`src/rtl/gpio_regbank_pkg.sv`:
```
package gpio_regbank_pkg;

  typedef enum logic [2:0] {
    FN_IN   = 3'd0,
    FN_OUT  = 3'd1,
    FN_ALT5 = 3'd2,
    FN_ALT4 = 3'd3,
    FN_ALT0 = 3'd4,
    FN_ALT1 = 3'd5,
    FN_ALT2 = 3'd6,
    FN_ALT3 = 3'd7
  } pin_fn_e;

  localparam int PIN_FSEL_W      = 3;
  localparam int FIELDS_PER_WORD = 10;
  localparam int BANK_BITS       = 32;
  localparam int PULL_WORDS      = 4;

  // word indices (byte offset / 4)
  localparam int W_SET0  = 7;
  localparam int W_CLR0  = 10;
  localparam int W_LEV0  = 13;
  localparam int W_PULL0 = 57;

  localparam logic [PULL_WORDS*32-1:0] PULL_RESET =
    {32'h0005_5555, 32'h50AA_A95A, 32'hA0AA_AAAA, 32'hAAA9_5555};

  function automatic int words_for(input int n, input int per);
    return (n + per - 1) / per;
  endfunction

  function automatic int field_pin(input int r, input int f);
    return r * FIELDS_PER_WORD + f;
  endfunction

  function automatic int idx_w(input int n);
    return (n > 1) ? $clog2(n) : 1;
  endfunction

endpackage

```
`src/rtl/gpio_fsel_bank.sv`:
```
module gpio_fsel_bank
  import gpio_regbank_pkg::*;
#(
  parameter int NUM_PINS = 54,
  parameter int FSEL_W   = PIN_FSEL_W,
  parameter int FPR      = FIELDS_PER_WORD,
  parameter int NREG     = 6,
  parameter int IDX_W    = 3
) (
  input  logic                       clk,
  input  logic                       rst_n,
  input  logic                       wr_en,
  input  logic [IDX_W-1:0]           wr_idx,
  input  logic [31:0]                wdata,
  input  logic [IDX_W-1:0]           rd_idx,
  output logic [31:0]                rd_word,
  output logic [NUM_PINS*FSEL_W-1:0] fsel_q,
  output logic [NUM_PINS*FSEL_W-1:0] fsel_d,
  output logic [NUM_PINS-1:0]        out_mask
);

  logic [31:0] packed_w [NREG];

  for (genvar p = 0; p < NUM_PINS; p++) begin : g_pin
    localparam int R = p / FPR;
    localparam int F = p % FPR;
    logic hit;
    assign hit = wr_en && (32'(wr_idx) == R);
    assign fsel_d[p*FSEL_W +: FSEL_W] =
      hit ? wdata[F*FSEL_W +: FSEL_W] : fsel_q[p*FSEL_W +: FSEL_W];
    assign out_mask[p] = (fsel_q[p*FSEL_W +: FSEL_W] == FSEL_W'(FN_OUT));
  end

  always_ff @(posedge clk or negedge rst_n) begin
    if (!rst_n) fsel_q <= '0;
    else        fsel_q <= fsel_d;
  end

  always_comb begin
    for (int r = 0; r < NREG; r++) begin
      packed_w[r] = '0;
      for (int f = 0; f < FPR; f++) begin
        if (field_pin(r, f) < NUM_PINS)
          packed_w[r][f*FSEL_W +: FSEL_W] = fsel_q[field_pin(r, f)*FSEL_W +: FSEL_W];
      end
    end
  end

  assign rd_word = (32'(rd_idx) < NREG) ? packed_w[rd_idx] : '0;

endmodule

```
`src/rtl/gpio_level_bank.sv`:
```
module gpio_level_bank #(
  parameter int NUM_PINS = 54,
  parameter int BANK_W   = 32,
  parameter int NBANK    = 2,
  parameter int BIDX_W   = 1
) (
  input  logic                clk,
  input  logic                rst_n,
  input  logic                set_en,
  input  logic                clr_en,
  input  logic [BIDX_W-1:0]   bank,
  input  logic [BANK_W-1:0]   mask,
  output logic [NUM_PINS-1:0] level_q
);

  localparam int LW = NBANK * BANK_W;

  logic [LW-1:0]       wide;
  logic [NUM_PINS-1:0] pin_mask;
  logic [NUM_PINS-1:0] level_d;
  logic                unused_hi;

  assign wide      = LW'(mask) << (bank * BANK_W);
  assign pin_mask  = wide[NUM_PINS-1:0];
  assign unused_hi = ^wide;

  always_comb begin
    level_d = level_q;
    if (set_en)      level_d = level_q | pin_mask;
    else if (clr_en) level_d = level_q & ~pin_mask;
  end

  always_ff @(posedge clk or negedge rst_n) begin
    if (!rst_n) level_q <= '0;
    else        level_q <= level_d;
  end

endmodule

```
`src/rtl/gpio_sd_route.sv`:
```
module gpio_sd_route
  import gpio_regbank_pkg::*;
#(
  parameter int NUM_PINS = 54,
  parameter int FSEL_W   = PIN_FSEL_W,
  parameter int GRP_LO   = 48,
  parameter int GRP_N    = 6
) (
  input  logic                       clk,
  input  logic                       rst_n,
  input  logic                       sel_wr,
  input  logic [NUM_PINS*FSEL_W-1:0] fsel_d,
  output logic                       route_q
);

  logic              all_in;
  logic              all_alt0;
  logic [FSEL_W-1:0] fld;

  always_comb begin
    all_in   = 1'b1;
    all_alt0 = 1'b1;
    fld      = '0;
    for (int k = 0; k < GRP_N; k++) begin
      fld      = fsel_d[(GRP_LO+k)*FSEL_W +: FSEL_W];
      all_in   = all_in   & (fld == FSEL_W'(FN_IN));
      all_alt0 = all_alt0 & (fld == FSEL_W'(FN_ALT0));
    end
  end

  always_ff @(posedge clk or negedge rst_n) begin
    if (!rst_n) route_q <= 1'b0;
    else if (sel_wr) begin
      if (all_in)        route_q <= 1'b0;
      else if (all_alt0) route_q <= 1'b1;
    end
  end

endmodule

```
`src/rtl/gpio_pull_regs.sv`:
```
module gpio_pull_regs #(
  parameter int                   NPULL    = 4,
  parameter int                   IDX_W    = 2,
  parameter logic [NPULL*32-1:0]  RST_VALS = '0
) (
  input  logic               clk,
  input  logic               rst_n,
  input  logic               wr_en,
  input  logic [IDX_W-1:0]   wr_idx,
  input  logic [31:0]        wdata,
  input  logic [IDX_W-1:0]   rd_idx,
  output logic [31:0]        rd_word,
  output logic [NPULL*32-1:0] pull_flat
);

  always_ff @(posedge clk or negedge rst_n) begin
    if (!rst_n)     pull_flat <= RST_VALS;
    else if (wr_en) pull_flat[wr_idx*32 +: 32] <= wdata;
  end

  assign rd_word = pull_flat[rd_idx*32 +: 32];

endmodule

```
`src/rtl/gpio_regbank.sv`:
```
module gpio_regbank
  import gpio_regbank_pkg::*;
#(
  parameter int NUM_PINS = 54,
  parameter int ADDR_W   = 8
) (
  input  logic                clk,
  input  logic                rst_n,
  input  logic [ADDR_W-1:0]   bus_addr,
  input  logic                bus_we,
  input  logic                bus_re,
  input  logic [31:0]         bus_wdata,
  output logic [31:0]         bus_rdata,
  output logic [NUM_PINS-1:0] pin_out,
  output logic                sd_route
);

  localparam int FSEL_W = PIN_FSEL_W;
  localparam int FPR    = FIELDS_PER_WORD;
  localparam int NREG   = words_for(NUM_PINS, FPR);
  localparam int FIDX_W = idx_w(NREG);
  localparam int BANK_W = BANK_BITS;
  localparam int NBANK  = words_for(NUM_PINS, BANK_W);
  localparam int BIDX_W = idx_w(NBANK);
  localparam int NPULL  = PULL_WORDS;
  localparam int PIDX_W = idx_w(NPULL);
  localparam int LW     = NBANK * BANK_W;

  // address decode
  logic [31:0] widx;
  logic        unused_lsb;
  logic        is_fsel, is_set, is_clr, is_lev, is_pull;
  assign widx       = 32'(bus_addr[ADDR_W-1:2]);
  assign unused_lsb = ^bus_addr[1:0];
  assign is_fsel = (widx < NREG);
  assign is_set  = (widx >= W_SET0)  && (widx < W_SET0 + NBANK);
  assign is_clr  = (widx >= W_CLR0)  && (widx < W_CLR0 + NBANK);
  assign is_lev  = (widx >= W_LEV0)  && (widx < W_LEV0 + NBANK);
  assign is_pull = (widx >= W_PULL0) && (widx < W_PULL0 + NPULL);

  logic [FIDX_W-1:0] fsel_idx;
  logic [BIDX_W-1:0] set_b, clr_b, lev_b, lvl_bank;
  logic [PIDX_W-1:0] pull_idx;
  assign fsel_idx = FIDX_W'(widx);
  assign set_b    = BIDX_W'(widx - W_SET0);
  assign clr_b    = BIDX_W'(widx - W_CLR0);
  assign lev_b    = BIDX_W'(widx - W_LEV0);
  assign pull_idx = PIDX_W'(widx - W_PULL0);
  assign lvl_bank = is_set ? set_b : clr_b;

  // named internal events
  logic sel_wr, set_wr, clr_wr, lvl_wr, pull_wr;
  assign sel_wr  = bus_we & is_fsel;
  assign set_wr  = bus_we & is_set;
  assign clr_wr  = bus_we & is_clr;
  assign lvl_wr  = set_wr | clr_wr;
  assign pull_wr = bus_we & is_pull;

  logic [NUM_PINS*FSEL_W-1:0] fsel_q, fsel_d;
  logic [NUM_PINS-1:0]        out_mask;
  logic [NUM_PINS-1:0]        level_q;
  logic [NPULL*32-1:0]        pull_flat;
  logic [31:0]                fsel_word, pull_word, lev_word;
  logic [LW-1:0]              lev_wide;

  gpio_fsel_bank #(
    .NUM_PINS(NUM_PINS), .FSEL_W(FSEL_W), .FPR(FPR), .NREG(NREG), .IDX_W(FIDX_W)
  ) u_fsel (
    .clk(clk), .rst_n(rst_n), .wr_en(sel_wr), .wr_idx(fsel_idx), .wdata(bus_wdata),
    .rd_idx(fsel_idx), .rd_word(fsel_word), .fsel_q(fsel_q), .fsel_d(fsel_d),
    .out_mask(out_mask)
  );

  gpio_level_bank #(
    .NUM_PINS(NUM_PINS), .BANK_W(BANK_W), .NBANK(NBANK), .BIDX_W(BIDX_W)
  ) u_level (
    .clk(clk), .rst_n(rst_n), .set_en(set_wr), .clr_en(clr_wr), .bank(lvl_bank),
    .mask(bus_wdata), .level_q(level_q)
  );

  gpio_sd_route #(
    .NUM_PINS(NUM_PINS), .FSEL_W(FSEL_W), .GRP_LO(48), .GRP_N(6)
  ) u_route (
    .clk(clk), .rst_n(rst_n), .sel_wr(sel_wr), .fsel_d(fsel_d), .route_q(sd_route)
  );

  gpio_pull_regs #(
    .NPULL(NPULL), .IDX_W(PIDX_W), .RST_VALS(PULL_RESET)
  ) u_pull (
    .clk(clk), .rst_n(rst_n), .wr_en(pull_wr), .wr_idx(pull_idx), .wdata(bus_wdata),
    .rd_idx(pull_idx), .rd_word(pull_word), .pull_flat(pull_flat)
  );

  assign lev_wide = LW'(level_q);
  assign lev_word = lev_wide[lev_b*BANK_W +: BANK_W];

  logic [31:0] rd_val;
  always_comb begin
    rd_val = '0;
    if (is_fsel)      rd_val = fsel_word;
    else if (is_lev)  rd_val = lev_word;
    else if (is_pull) rd_val = pull_word;
  end

  always_ff @(posedge clk or negedge rst_n) begin
    if (!rst_n)      bus_rdata <= '0;
    else if (bus_re) bus_rdata <= rd_val;
  end

  assign pin_out = level_q & out_mask;

endmodule

```
`config.mk`:
```
export PLATFORM = sky130hd
export DESIGN_NAME = gpio_regbank
export DESIGN_NICKNAME = d
export VERILOG_FILES = /design/src/rtl/gpio_regbank_pkg.sv /design/src/rtl/gpio_fsel_bank.sv /design/src/rtl/gpio_level_bank.sv /design/src/rtl/gpio_sd_route.sv /design/src/rtl/gpio_pull_regs.sv /design/src/rtl/gpio_regbank.sv
export SDC_FILE = /design/constraint.sdc
export NUM_CORES = 1
export LEC_CHECK = 0
export BUFFER_PORTS_ARGS = -buffer_cell sky130_fd_sc_hd__buf_2
export CORE_AREA = 3 3 196 198
export DETAILED_ROUTE_END_ITERATION = 6
export DIE_AREA = 0 0 199 201
export GPL_TIMING_DRIVEN = 0
export PLACE_DENSITY_LB_ADDON = 0.15
export SYNTH_ARGS = -nofsm -noshare
export SYNTH_HDL_FRONTEND = slang
export SYNTH_SLANG_ARGS = --single-unit
```
`constraint.sdc`:
```
create_clock -name clk -period 3.2 [get_ports clk]
set_input_delay 0 -clock clk [delete_from_list [all_inputs] [get_ports clk]]
set_output_delay 0 -clock clk [all_outputs]
set_load 0.02 [all_outputs]
```
==> results of run 1 <==
-- power breakdown --
part / switching (W) / leakage (nW) / internal, W
Combinational: 0.000717 / 3.73 / 0.000563
Sequential: 0.000296 / 4.94 / 0.00514
Clock: 0.00195 / 0.622 / 0.00266
-- worst paths after layout --
| check | to | slack (ps) | start | cells after the start |
|---|---|---|---|---|
| setup / recovery | bus_rdata[2] | 210 | bus_addr[2] | 11 |
| setup reg to reg | u_route.route_q | 1230 | u_fsel.fsel_q[144] | 5 |
| hold reg to reg | u_pull.pull_flat[70] | 470 | u_pull.pull_flat[70] | 2 |
| hold / removal | u_route.route_q | 40 | bus_wdata[1] | 5 |
| max in group asynchronous | u_pull.pull_flat[76] | 2220 | rst_n | 3 |
| min in group asynchronous | u_pull.pull_flat[106] | 100 | rst_n | 2 |
-- Yosys cell counts (9+ instances only) --
library cell                 n
sky130_fd_sc_hd__a21o_1      9
sky130_fd_sc_hd__a221oi_1   12
sky130_fd_sc_hd__a22o_1     10
sky130_fd_sc_hd__a22oi_1    36
sky130_fd_sc_hd__buf_2      29
sky130_fd_sc_hd__clkbuf_1  104
sky130_fd_sc_hd__dfrtp_1   323
sky130_fd_sc_hd__dfstp_2    54
sky130_fd_sc_hd__inv_1      15
sky130_fd_sc_hd__mux2_1     56
sky130_fd_sc_hd__mux2_2    172
sky130_fd_sc_hd__mux2i_1    16
sky130_fd_sc_hd__mux4_2     62
sky130_fd_sc_hd__nand2_1   245
sky130_fd_sc_hd__nand2b_1   13
sky130_fd_sc_hd__nand3_1    59
sky130_fd_sc_hd__nor2_1     20
sky130_fd_sc_hd__nor4bb_1   54
sky130_fd_sc_hd__o211ai_1   10
sky130_fd_sc_hd__o21ai_0    95
sky130_fd_sc_hd__o221ai_1    9
sky130_fd_sc_hd__o22ai_1    10
sky130_fd_sc_hd__o31ai_1    36
-- cells by family (layout without fill, tap and decap cells) --
| logic type | after synthesis | after routing | share of synthesized area [%] |
|---|---|---|---|
| AO/OA/AOI/OAI | 259 | 259 | 9.59 |
| XOR/XNOR | 2 | 2 | 0.0959 |
| adder cells (fa/ha/maj) | 7 | 7 | 0.479 |
| buffers and inverters | 159 | 387 | 3.58 |
| flip-flops | 377 | 377 | 52.0 |
| multiplexers | 306 | 306 | 22.6 |
| other | 0 | 3 | 0 |
| AND/OR/NAND/NOR | 422 | 422 | 11.7 |
-- metal layers --
metal | wire length (um) | vias to the layer above | track usage [%]
li1 | - | 6049 | -
met1 | 25500 | 7275 | 43.9
met2 | 28200 | 610 | 47.3
met3 | 5030 | 108 | 5.89
met4 | 2070 | 0 | 9.31
met5 | 0 | - | 0
-- stage by stage --
step           setup slack (ps)  power, W  area, sq um  hold slack (ps)  setup TNS (ps)
6_report                    208    0.0113        21100             39.9               0
4_1_cts                     214    0.0113        21100             13.8               0
2_1_floorplan               915   0.00618        18300             -296               0
3_3_place_gp              -5390   0.00670        19500              284        -1894490
5_1_grt                    32.2    0.0117        21100             67.4               0
3_5_place_dp               -521   0.00675        19600             -133          -17400
-- final cells by class --
type,instances,area (sq um)
diodes,3,7.51
flip-flops and latches,377,9500
repair buffers,156,993
fillers,3101,15600
clock inverters,7,62.6
inverters,15,56.3
clock buffers,65,1210
well taps,468,586
multi-input cells,996,8120
plain buffers,144,599
-- what timing repair did --
action / 4_1_cts / 5_1_grt
resized for setup: 1 / 0
hold endpoints to repair: 380 / 0
endpoints found under the setup margin: 1 / 0
hold buffers: 27 / 0
-- worst reg2reg max path, cell delays in order (launching register included) --
cell and delay, ps:
sky130_fd_sc_hd__dfrtp_1 410, sky130_fd_sc_hd__or4_1 620, sky130_fd_sc_hd__o21ai_0 140, sky130_fd_sc_hd__nor4b_1 400
sky130_fd_sc_hd__a41oi_1 160, sky130_fd_sc_hd__a31oi_1 160
==> metrics.log, run 1 <==
[metrics] final estimated routing congestion in global placement: 0.936
[metrics] combined global-route utilization of all metal layers: a little under a third
[metrics] commonest non-fill, non-tap cells in the layout: sky130_fd_sc_hd__dfrtp_1, sky130_fd_sc_hd__nand2_1, sky130_fd_sc_hd__mux2_2
[metrics] fraction of layout cells with a size suffix above 1: between 20% and 30%
[metrics] first-pass GRT wire length: about 91 mm
[metrics] end-of-flow core utilization: ~58%
[metrics] most frequent standard cell in the layout excluding fill and tap cells: sky130_fd_sc_hd__dfrtp_1
[metrics] area of the placeable core: 36700 sq um
[metrics] cell count after synthesis: between 1500 and 2000
[metrics] Seq cells post-synth: 377
[metrics] sequential area share after synthesis: about half
[metrics] CP max stage cell: sky130_fd_sc_hd__clkbuf_1
[metrics] number of global-route vias before repair: approximately 14000
[metrics] relative slew slack: between 30% and 40%
[metrics] count of port buffers added during placement: roughly 130
[metrics] number of failing hold endpoints at the final stage: 0
[metrics] power density over cell area: around 540 nW/um^2
[metrics] crit-path max cell delay: about 670 ps
[metrics] kind of cell adding the most delay to the critical path: buffers and inverters
[metrics] floorplan die area: 40000 sq um
[metrics] die boundary height: between 200 and 250 um
[metrics] setup bufs post-CTS: 0
[metrics] Non-Filler Instances: approximately 2200
[metrics] Data arrival, critical path: ~3400 ps
[metrics] Yosys Warn Count: 0
[metrics] Async SR Flop Fraction: 100%
[metrics] initial core utilization: around 50%
[metrics] run status: completed
[metrics] sequence of cells on the critical path: buf_2, buf_2, buf_2, inv_1, ha_1, clkbuf_1, clkbuf_1, mux4_2, a22oi_1, a21o_1, o221ai_1
[metrics] synthesized netlist net count: 1583
[metrics] clock tree from TritonCTS: done
[metrics] endpoint type of the worst setup path: flop
[metrics] number of max-capacitance violations reported: 0
[metrics] startpoint-to-endpoint class of the critical path: input pin to flop
[metrics] number of buffers and inverters on the critical path: 6
[metrics] number of flops mapped to enable cells by yosys: 0
[metrics] worst hold-check path type: input pin to flop
[metrics] required time of the critical path: around 3600 ps
[metrics] worst slew pin tran: between 1000 and 1500 ps
[metrics] number of buffers inserted during clock tree synthesis: between 40 and 50
[metrics] leading cell types by total area after synthesis: sky130_fd_sc_hd__dfrtp_1, sky130_fd_sc_hd__mux2_2, sky130_fd_sc_hd__dfstp_2
[metrics] highest attainable clock frequency: around 0.33 GHz
[metrics] average vias per placed instance: approximately 6.3
[metrics] total wire length: slightly above 60 mm
[metrics] Post-DRT Antenna Nets: 0
[metrics] final setup violation count: 0
[metrics] # nets final: between 1500 and 2000
[metrics] static leakage: between 9 and 10 nW
[metrics] Unique masters post-synth: 55
[metrics] pin count of the biggest net entering global routing: between 100 and 150
[metrics] post-synth top area share: 44.2%
[metrics] setup repair after global routing missed its margin: false
[metrics] final setup skew: 9.55 ps
[metrics] antenna violations before repair: 5
[metrics] FP Rows: 70
[metrics] length of the first detailed-routing pass in iterations: 7
[metrics] syn avg cell area: ~12 sq um
[metrics] number of top-level pins: 131
[metrics] DRC violations left: 0
[metrics] IR Drop Worst-Case VDD: 0.385 mV
[metrics] number of slew-limit violations in the final report: 0
[metrics] H-Tree Level Count: 2
[metrics] Clk Latency, worst-skew pair: 540 ps
[metrics] violation count after the first detailed-route iteration: ~1500
[metrics] clock period minus final worst setup slack: 2990 ps
[metrics] clock tree root driver cell: sky130_fd_sc_hd__clkbuf_16
[metrics] top cell type by total area after synthesis: sky130_fd_sc_hd__dfrtp_1
[metrics] clock slew at the register clock pins of the worst setup and hold paths: ~60 ps
[metrics] ratio of final minimum period to clock period: between 90 and 100%
[metrics] number of clock sinks: between 300 and 400
[metrics] routed length per instance: roughly 27 um
[metrics] cell type with the highest occurrence count on the critical path: sky130_fd_sc_hd__buf_2
[metrics] Startpoint Class: input pin
[metrics] Final HPWL DP: roughly 44 mm
[metrics] overflow left after global routing: 0
[metrics] area of the mapped netlist: 18300 sq um
[metrics] post-synthesis to final-layout area growth: 15.6%
[metrics] number of vias after detailed routing: roughly 14000
[metrics] ys flop type: sky130_fd_sc_hd__dfrtp_1
[metrics] Die W: ~200 um
[metrics] maximum buffer depth of the clock tree: 3
[metrics] Cell Count Post-Placement: around 2100
[metrics] maximum fanout count along the critical path: 10
(Power assumes the default switching activity.)
==> inputs of run 2 (changes only) <==
--- a/config.mk
+++ b/config.mk
@@ -7,10 +7,12 @@
 export LEC_CHECK = 0
 export BUFFER_PORTS_ARGS = -buffer_cell sky130_fd_sc_hd__buf_2
 export CORE_AREA = 3 3 196 198
+export CTS_BUF_LIST = sky130_fd_sc_hd__clkbuf_2
 export DETAILED_ROUTE_END_ITERATION = 6
 export DIE_AREA = 0 0 199 201
 export GPL_TIMING_DRIVEN = 0
 export PLACE_DENSITY_LB_ADDON = 0.15
+export SKIP_CTS_REPAIR_TIMING = 1
 export SYNTH_ARGS = -nofsm -noshare
 export SYNTH_HDL_FRONTEND = slang
 export SYNTH_SLANG_ARGS = --single-unit
==> run 2 against run 1 <==
Total power fell by 9.2%. Register-to-register slack got worse by 560 ps. Non-clock buffer count rose by 56. Global-route usage barely moved. Core utilization rose by 0.61 points. Sequential power barely moved. Clock skew rose by 77 ps. Largest cell class unchanged. Largest power group unchanged.
==> metrics.log, run 2 (same netlist as run 1, synthesis figures left out) <==
[metrics] worst setup slack before clock tree synthesis: -521 ps (unchanged)
[metrics] met2 wire length: 28.5 mm (was 28.2 mm)
[metrics] setup repair after global routing missed its margin: false (unchanged)
[metrics] antenna violations before repair: 9 (was 5)
[metrics] routed length per instance: 26.0 um (was 27.3 um)
[metrics] routed wl met3: 5.81 mm (was 5.03 mm)
[metrics] IR Drop Worst-Case VDD: 0.243 mV (was 0.385 mV)
[metrics] area of the placeable core: 36700 sq um (unchanged)
[metrics] violation count after the first detailed-route iteration: 1340 (was 1454)
[metrics] worst hold-check path type: input pin to flop (unchanged)
[metrics] Post-DRT Antenna Nets: 0 (unchanged)
[metrics] required time of the critical path: 4170 ps (was 3590 ps)
[metrics] commonest non-fill, non-tap cells in the layout: sky130_fd_sc_hd__dfrtp_1, sky130_fd_sc_hd__nand2_1, sky130_fd_sc_hd__mux2_2 (unchanged)
[metrics] kind of cell adding the most delay to the critical path: buffers and inverters (unchanged)
[metrics] average vias per placed instance: 6.16 (was 6.29)
[metrics] count of port buffers added during placement: 126 (unchanged)
[metrics] number of buffers and inverters on the critical path: 6 (unchanged)
[metrics] number of cells traversed by the worst register-to-register path: 6 (was 5)
[metrics] worst hold path startpoint: bus_addr[2] (was bus_wdata[1])
[metrics] combined global-route utilization of all metal layers: 30.6% (was 30.5%)
[metrics] Final HPWL DP: 43.9 mm (unchanged)
[metrics] final setup violation count: 0 (unchanged)
[metrics] floorplan die area: 40000 sq um (unchanged)
[metrics] sequence of cells on the critical path: dlygate4sd3_1, buf_2, buf_2, inv_1, ha_1, nor3b_1, nor3_2, nand3_1, clkbuf_1, nand2_1, o31ai_1, dlygate4sd3_1 (was buf_2, buf_2, buf_2, inv_1, ha_1, clkbuf_1, clkbuf_1, mux4_2, a22oi_1, a21o_1, o221ai_1)
[metrics] relative slew slack: 33.5% (was 31.9%)
[metrics] FP Rows: 70 (unchanged)
[metrics] run status: completed (unchanged)
[metrics] most frequent standard cell in the layout excluding fill and tap cells: sky130_fd_sc_hd__dfrtp_1 (unchanged)
[metrics] static leakage: 9.64 nW (was 9.29 nW)
[metrics] first-pass GRT wire length: 90.9 mm (was 91.2 mm)
[metrics] CP max stage cell: sky130_fd_sc_hd__dlygate4sd3_1 (was sky130_fd_sc_hd__clkbuf_1)
[metrics] total stage count of the critical path: 12 (was 11)
[metrics] maximum buffer depth of the clock tree: 3 (unchanged)
[metrics] crit-path max cell delay: 570 ps (was 670 ps)
[metrics] pin count of the biggest net entering global routing: 122 (unchanged)
[metrics] Cells on Worst Hold Path: 6 (was 5)
[metrics] clock period minus final worst setup slack: 2940 ps (was 2990 ps)
[metrics] clock tree from TritonCTS: done (unchanged)
[metrics] number of slew-limit violations in the final report: 0 (unchanged)
[metrics] post-layout worst setup margin: 263 ps (was 208 ps)
[metrics] number of global-route vias before repair: 14200 (was 13900)
[metrics] endpoint type of the worst setup path: flop (unchanged)
[metrics] H-Tree Level Count: 3 (was 2)
[metrics] Die W: 199 um (unchanged)
[metrics] number of top-level pins: 131 (unchanged)
[metrics] length of the first detailed-routing pass in iterations: 5 (was 7)
[metrics] number of clock sinks: 377 (unchanged)
[metrics] Top Layer Used: met5 (was met4)
[metrics] ratio of final minimum period to clock period: 91.8% (was 93.5%)
[metrics] power density over cell area: 481 nW/um^2 (was 535 nW/um^2)
[metrics] number of buffers inserted during clock tree synthesis: 99 (was 41)
[metrics] final setup skew: 86.7 ps (was 9.55 ps)
[metrics] final cell area excluding filler cells: 21400 sq um (was 21100 sq um)
[metrics] final-layout worst hold slack: 16.4 ps (was 39.9 ps)
[metrics] number of max-capacitance violations reported: 0 (unchanged)
[metrics] endpoint of the worst hold-timing path: u_pull.pull_flat[112] (was u_route.route_q)
[metrics] Clk Latency, worst-skew pair: 1060 ps (was 540 ps)
[metrics] number of vias after detailed routing: 14700 (was 14000)
[metrics] clock tree root driver cell: sky130_fd_sc_hd__clkbuf_2 (was sky130_fd_sc_hd__clkbuf_16)
[metrics] worst slew pin tran: 998 ps (was 1010 ps)
[metrics] met1 layer wirelength in the final routing: 25.4 mm (was 25.5 mm)
[metrics] total wire length: 62.2 mm (was 60.9 mm)
[metrics] power consumption: 0.0103 W (was 0.0113 W)
[metrics] # nets final: 1896 (was 1782)
[metrics] final-layout setup total negative slack: 0 ps (unchanged)
[metrics] initial core utilization: 49.8% (unchanged)
[metrics] DRC violations left: 0 (unchanged)
[metrics] fraction of layout cells with a size suffix above 1: 32.5% (was 29.4%)
[metrics] area post-placement: 19600 sq um (unchanged)
[metrics] worst flop-to-flop path endpoint: u_route.route_q (unchanged)
[metrics] clock slew at the register clock pins of the worst setup and hold paths: 100 ps (was 60 ps)
[metrics] highest attainable clock frequency: 0.340 GHz (was 0.334 GHz)
[metrics] overflow left after global routing: 0 (unchanged)
[metrics] Data arrival, critical path: 3910 ps (was 3380 ps)
[metrics] final estimated routing congestion in global placement: 0.936 (unchanged)
[metrics] maximum fanout count along the critical path: 10 (unchanged)
[metrics] reg2reg setup slack: 670 ps (was 1230 ps)
[metrics] startpoint-to-endpoint class of the critical path: input pin to flop (unchanged)
[metrics] Startpoint Class: input pin (unchanged)
[metrics] number of failing hold endpoints at the final stage: 0 (unchanged)
[metrics] post-synthesis to final-layout area growth: 16.8% (was 15.6%)
[metrics] die boundary height: 201 um (unchanged)
[metrics] r2r startpoint: u_fsel.fsel_q[144] (unchanged)
[run 2: cell types whose count changed in the layout (fill, tap and decap cells not counted), sizes merged]
cell / delta
clkinvlp: -1
dlygate4sd3: +55
bufinv: +1
diode: +3
clkbuf: +93
buf: +1
inv: +3
clkinv: +9
[run 2: power by group]
part	switching (W)	internal, W	leakage (nW)
Combinational	0.000730	0.000608	3.99
Clock	0.00206	0.00145	0.719
Sequential	0.000298	0.00513	4.94
Total	0.00309	0.00718	9.64
[run 2: worst max-delay path by stage]
stage / startpoint / endpoint
finish: bus_addr[3] / u_pull.pull_flat[98]
global route: bus_addr[3] / u_pull.pull_flat[98]
CTS: bus_addr[2] / u_pull.pull_flat[61]
detailed placement: bus_addr[2] / u_pull.pull_flat[61]
global placement: rst_n / u_fsel.fsel_q[107]
floorplan: bus_addr[2] / flop
[run 2: stage by stage]
| step | util [%] | std cells |
|---|---|---|
| floorplan | - | 1532 |
| detailed placement | 53.4 | 2129 |
| CTS | 55.9 | 2306 |
| finish | 58.2 | 2395 |
| global placement | 53.1 | 2126 |
| global route | 58.2 | 2391 |
[run 2: worst min-delay path: stages]
cell and delay (ps):
sky130_fd_sc_hd__buf_2 160, sky130_fd_sc_hd__ha_1 250, sky130_fd_sc_hd__nor2_1 80, sky130_fd_sc_hd__clkbuf_1 320, sky130_fd_sc_hd__nand2_1 150, sky130_fd_sc_hd__o21ai_0 80
[run 2: routing by layer]
layer	global-route usage, %	vias to the layer above
met1	42.6	7500
met2	46.1	773
met4	11.4	2
li1	-	6322
met3	8.31	145
met5	0	-
[run 2: area by class of cell]
type | instances | area [sq um]
Fill cell | 3145 | 15300
Sequential cell | 377 | 9500
Multi-Input combinational cell | 996 | 8120
Timing Repair Buffer | 212 | 1560
Clock buffer | 158 | 791
Buffer | 144 | 598
Tap cell | 468 | 586
Clock inverter | 19 | 124
Inverter | 15 | 56.3
Antenna cell | 6 | 15.0
==> inputs of run 3 (changes only) <==
--- a/config.mk
+++ b/config.mk
@@ -6,10 +6,10 @@
 export NUM_CORES = 1
 export LEC_CHECK = 0
 export BUFFER_PORTS_ARGS = -buffer_cell sky130_fd_sc_hd__buf_2
-export CORE_AREA = 3 3 196 198
+export CORE_AREA = 3 3 233 235
 export CTS_BUF_LIST = sky130_fd_sc_hd__clkbuf_2
 export DETAILED_ROUTE_END_ITERATION = 6
-export DIE_AREA = 0 0 199 201
+export DIE_AREA = 0 0 236 238
 export GPL_TIMING_DRIVEN = 0
 export PLACE_DENSITY_LB_ADDON = 0.15
 export SKIP_CTS_REPAIR_TIMING = 1
==> run 3 against run 2 <==
The run now ends with negative setup slack left. Die area grew 40%. Critical path depth shrank 1. Final cell count grew 10%. Total power grew 1.6%. Via count shrank 0.28%. Design area grew 2.4%. First-iteration DRC count grew 0.37%. Non-clock buffer count grew 19. Wire length grew 10%. Combinational power grew 3%. Critical path type unchanged. Highest routed layer unchanged.
==> metrics.log, run 3 (same netlist as run 1, synthesis figures left out) <==
[metrics] Die W: 236 um (was 199 um)
[metrics] final-layout setup total negative slack: -104 ps (was 0 ps)
[metrics] routed length per instance: 26.0 um (about the same)
[metrics] maximum fanout count along the critical path: 10 (unchanged)
[metrics] number of cells traversed by the worst register-to-register path: 6 (unchanged)
[metrics] length of the first detailed-routing pass in iterations: 6 (was 5)
[metrics] count of port buffers added during placement: 126 (unchanged)
[metrics] clock slew at the register clock pins of the worst setup and hold paths: 100 ps (about the same)
[metrics] sequential cell area: 9500 sq um (unchanged)
[metrics] Post-DRT Antenna Nets: 0 (unchanged)
[metrics] static leakage: 9.74 nW (was 9.64 nW)
[metrics] beginning of the critical path: bus_addr[6] (was bus_addr[3])
[metrics] worst setup slack before clock tree synthesis: -511 ps (was -521 ps)
[metrics] worst slew pin tran: 1140 ps (was 998 ps)
[metrics] clock tree from TritonCTS: done (unchanged)
[metrics] pin count of the biggest net entering global routing: 120 (was 122)
[metrics] required time of the critical path: 4200 ps (was 4170 ps)
[metrics] global routing usage on met3: 4.85% (was 8.31%)
[metrics] Cells on Worst Hold Path: 5 (was 6)
[metrics] ratio of final minimum period to clock period: 103% (was 91.8%)
[metrics] total net switching power: 0.00322 W (was 0.00309 W)
[metrics] area post-placement: 19900 sq um (was 19600 sq um)
[metrics] Clk Latency, worst-skew pair: 1130 ps (was 1060 ps)
[metrics] violation count after the first detailed-route iteration: 1345 (was 1340)
[metrics] IR Drop Worst-Case VDD: 0.205 mV (was 0.243 mV)
[metrics] number of max-capacitance violations reported: 0 (unchanged)
[metrics] combined global-route utilization of all metal layers: 23.8% (was 30.6%)
[metrics] run status: finished with violations (was completed)
[metrics] Startpoint Class: input pin (unchanged)
[metrics] number of clock sinks: 377 (unchanged)
[metrics] combinational share of power: 13.2% (was 13.0%)
[metrics] number of top-level pins: 131 (unchanged)
[metrics] r2r startpoint: u_fsel.fsel_q[144] (unchanged)
[metrics] final cell area excluding filler cells: 21900 sq um (was 21400 sq um)
[metrics] number of global-route vias before repair: 14400 (was 14200)
[metrics] Final HPWL DP: 48.2 mm (was 43.9 mm)
[metrics] endpoint type of the worst setup path: flop (unchanged)
[metrics] initial core utilization: 34.8% (was 49.8%)
[metrics] worst hold-check path type: input pin to flop (unchanged)
[metrics] final estimated routing congestion in global placement: 0.881 (was 0.936)
[metrics] FP Rows: 84 (was 70)
[metrics] total wire length: 68.7 mm (was 62.2 mm)
[metrics] power density over cell area: 477 nW/um^2 (was 481 nW/um^2)
[metrics] most frequent standard cell in the layout excluding fill and tap cells: sky130_fd_sc_hd__dfrtp_1 (unchanged)
[metrics] die boundary height: 238 um (was 201 um)
[metrics] power consumption: 0.0104 W (was 0.0103 W)
[metrics] first-pass GRT wire length: 99.2 mm (was 90.9 mm)
[metrics] startpoint-to-endpoint class of the critical path: input pin to flop (unchanged)
[metrics] relative contribution of sequential cells to total power: 52.0% (was 52.8%)
[metrics] worst hold path startpoint: bus_wdata[21] (was bus_addr[2])
[metrics] final setup violation count: 1 (was 0)
[metrics] clock period minus final worst setup slack: 3300 ps (was 2940 ps)
[metrics] antenna violations before repair: 10 (was 9)
[metrics] maximum buffer depth of the clock tree: 3 (unchanged)
[metrics] relative slew slack: 23.0% (was 33.5%)
[metrics] number of failing hold endpoints at the final stage: 0 (unchanged)
[metrics] number of slew-limit violations in the final report: 0 (unchanged)
[metrics] highest attainable clock frequency: 0.303 GHz (was 0.340 GHz)
[metrics] count of fill cells added during filler insertion: 5112 (was 3145)
[metrics] overflow left after global routing: 0 (unchanged)
[metrics] final setup skew: 114 ps (was 86.7 ps)
[metrics] number of buffers inserted during clock tree synthesis: 104 (was 99)
[metrics] number of vias after detailed routing: 14700 (about the same)
[metrics] met1 usage: 33.8% (was 42.6%)
[metrics] average vias per placed instance: 5.56 (was 6.16)
[metrics] Data arrival, critical path: 4300 ps (was 3910 ps)
[metrics] post-synthesis to final-layout area growth: 19.6% (was 16.8%)
[metrics] violated checks: negative setup slack
[metrics] reg2reg setup slack: 650 ps (was 670 ps)
[metrics] clock share of power: 34.8% (was 34.1%)
[metrics] DRC violations left: 0 (unchanged)
[metrics] grt met2 use: 37.7% (was 46.1%)
[metrics] floorplan die area: 56200 sq um (was 40000 sq um)
[metrics] GRT Max-Usage Layer: met2 (unchanged)
[metrics] total area of multi-input combinational cells: 8120 sq um (unchanged)
[metrics] Cell Int Power: 0.00721 W (was 0.00718 W)
[metrics] post-layout worst setup margin: -104 ps (was 263 ps)
[metrics] commonest non-fill, non-tap cells in the layout: sky130_fd_sc_hd__dfrtp_1, sky130_fd_sc_hd__nand2_1, sky130_fd_sc_hd__clkbuf_2, sky130_fd_sc_hd__mux2_2, sky130_fd_sc_hd__buf_2 (was sky130_fd_sc_hd__dfrtp_1, sky130_fd_sc_hd__nand2_1, sky130_fd_sc_hd__mux2_2)
[metrics] fraction of layout cells with a size suffix above 1: 32.6% (was 32.5%)
[metrics] H-Tree Level Count: 3 (unchanged)
[metrics] Sw Ratio: 30.9% (was 30.1%)
[metrics] clock tree root driver cell: sky130_fd_sc_hd__clkbuf_2 (unchanged)
[metrics] # nets final: 1920 (was 1896)
[metrics] area of the placeable core: 52400 sq um (was 36700 sq um)
## run 3: path summary, 6_finish.rpt
kind / endpoint
worst min-delay path: u_pull.pull_flat[21]
worst max register to register: u_route.route_q
worst min register to register: u_pull.pull_flat[75]
worst max-delay path: u_pull.pull_flat[94]
max in group asynchronous: u_fsel.fsel_q[81]
min in group asynchronous: u_fsel.fsel_q[132]
## run 3: layout make-up
class	count	area share, %
Clock inverter	19	0.458
Timing Repair Buffer	231	8.06
Tap cell	688	3.94
Sequential cell	377	43.5
Antenna cell	4	0.0458
Multi-Input combinational cell	996	37.1
Inverter	15	0.258
Clock buffer	170	3.89
Buffer	144	2.74
## run 3: routing by layer
metal / vias up / wire (um)
met1: 7642 / 30700
met3: 97 / 4620
met4: 6 / 1220
li1: 6366 / -
met2: 590 / 32100
met5: - / 38
## run 3: critical path, cell delays in order
cell and delay [ps]:
sky130_fd_sc_hd__dlygate4sd3_1 610, sky130_fd_sc_hd__buf_2 220, sky130_fd_sc_hd__nand3_1 90, sky130_fd_sc_hd__dlygate4sd3_1 580, sky130_fd_sc_hd__nor3_2 410, sky130_fd_sc_hd__dlygate4sd3_1 790, sky130_fd_sc_hd__nand3_1 400, sky130_fd_sc_hd__clkbuf_1 400
sky130_fd_sc_hd__nand2_1 140, sky130_fd_sc_hd__o21ai_0 70, sky130_fd_sc_hd__dlygate4sd3_1 590
## run 3: per-stage QoR
stage	hold WS, ps	instances	util (%)
after floorplan	-296	1532	-
after global placement	274	2346	37.7
after detailed placement	100	2349	37.9
after CTS	-1160	2538	39.7
after global routing	2.34	2644	41.7
final	35.0	2644	41.7
## run 3: power by group through the flow
stage               logic [W]  registers, W  clock network (W)
floorplan            0.000781       0.00540                  0
finish                0.00138       0.00543            0.00363
CTS                   0.00128       0.00542            0.00373
global placement      0.00124       0.00550                  0
global route          0.00149       0.00547            0.00399
detailed placement    0.00128       0.00551                  0
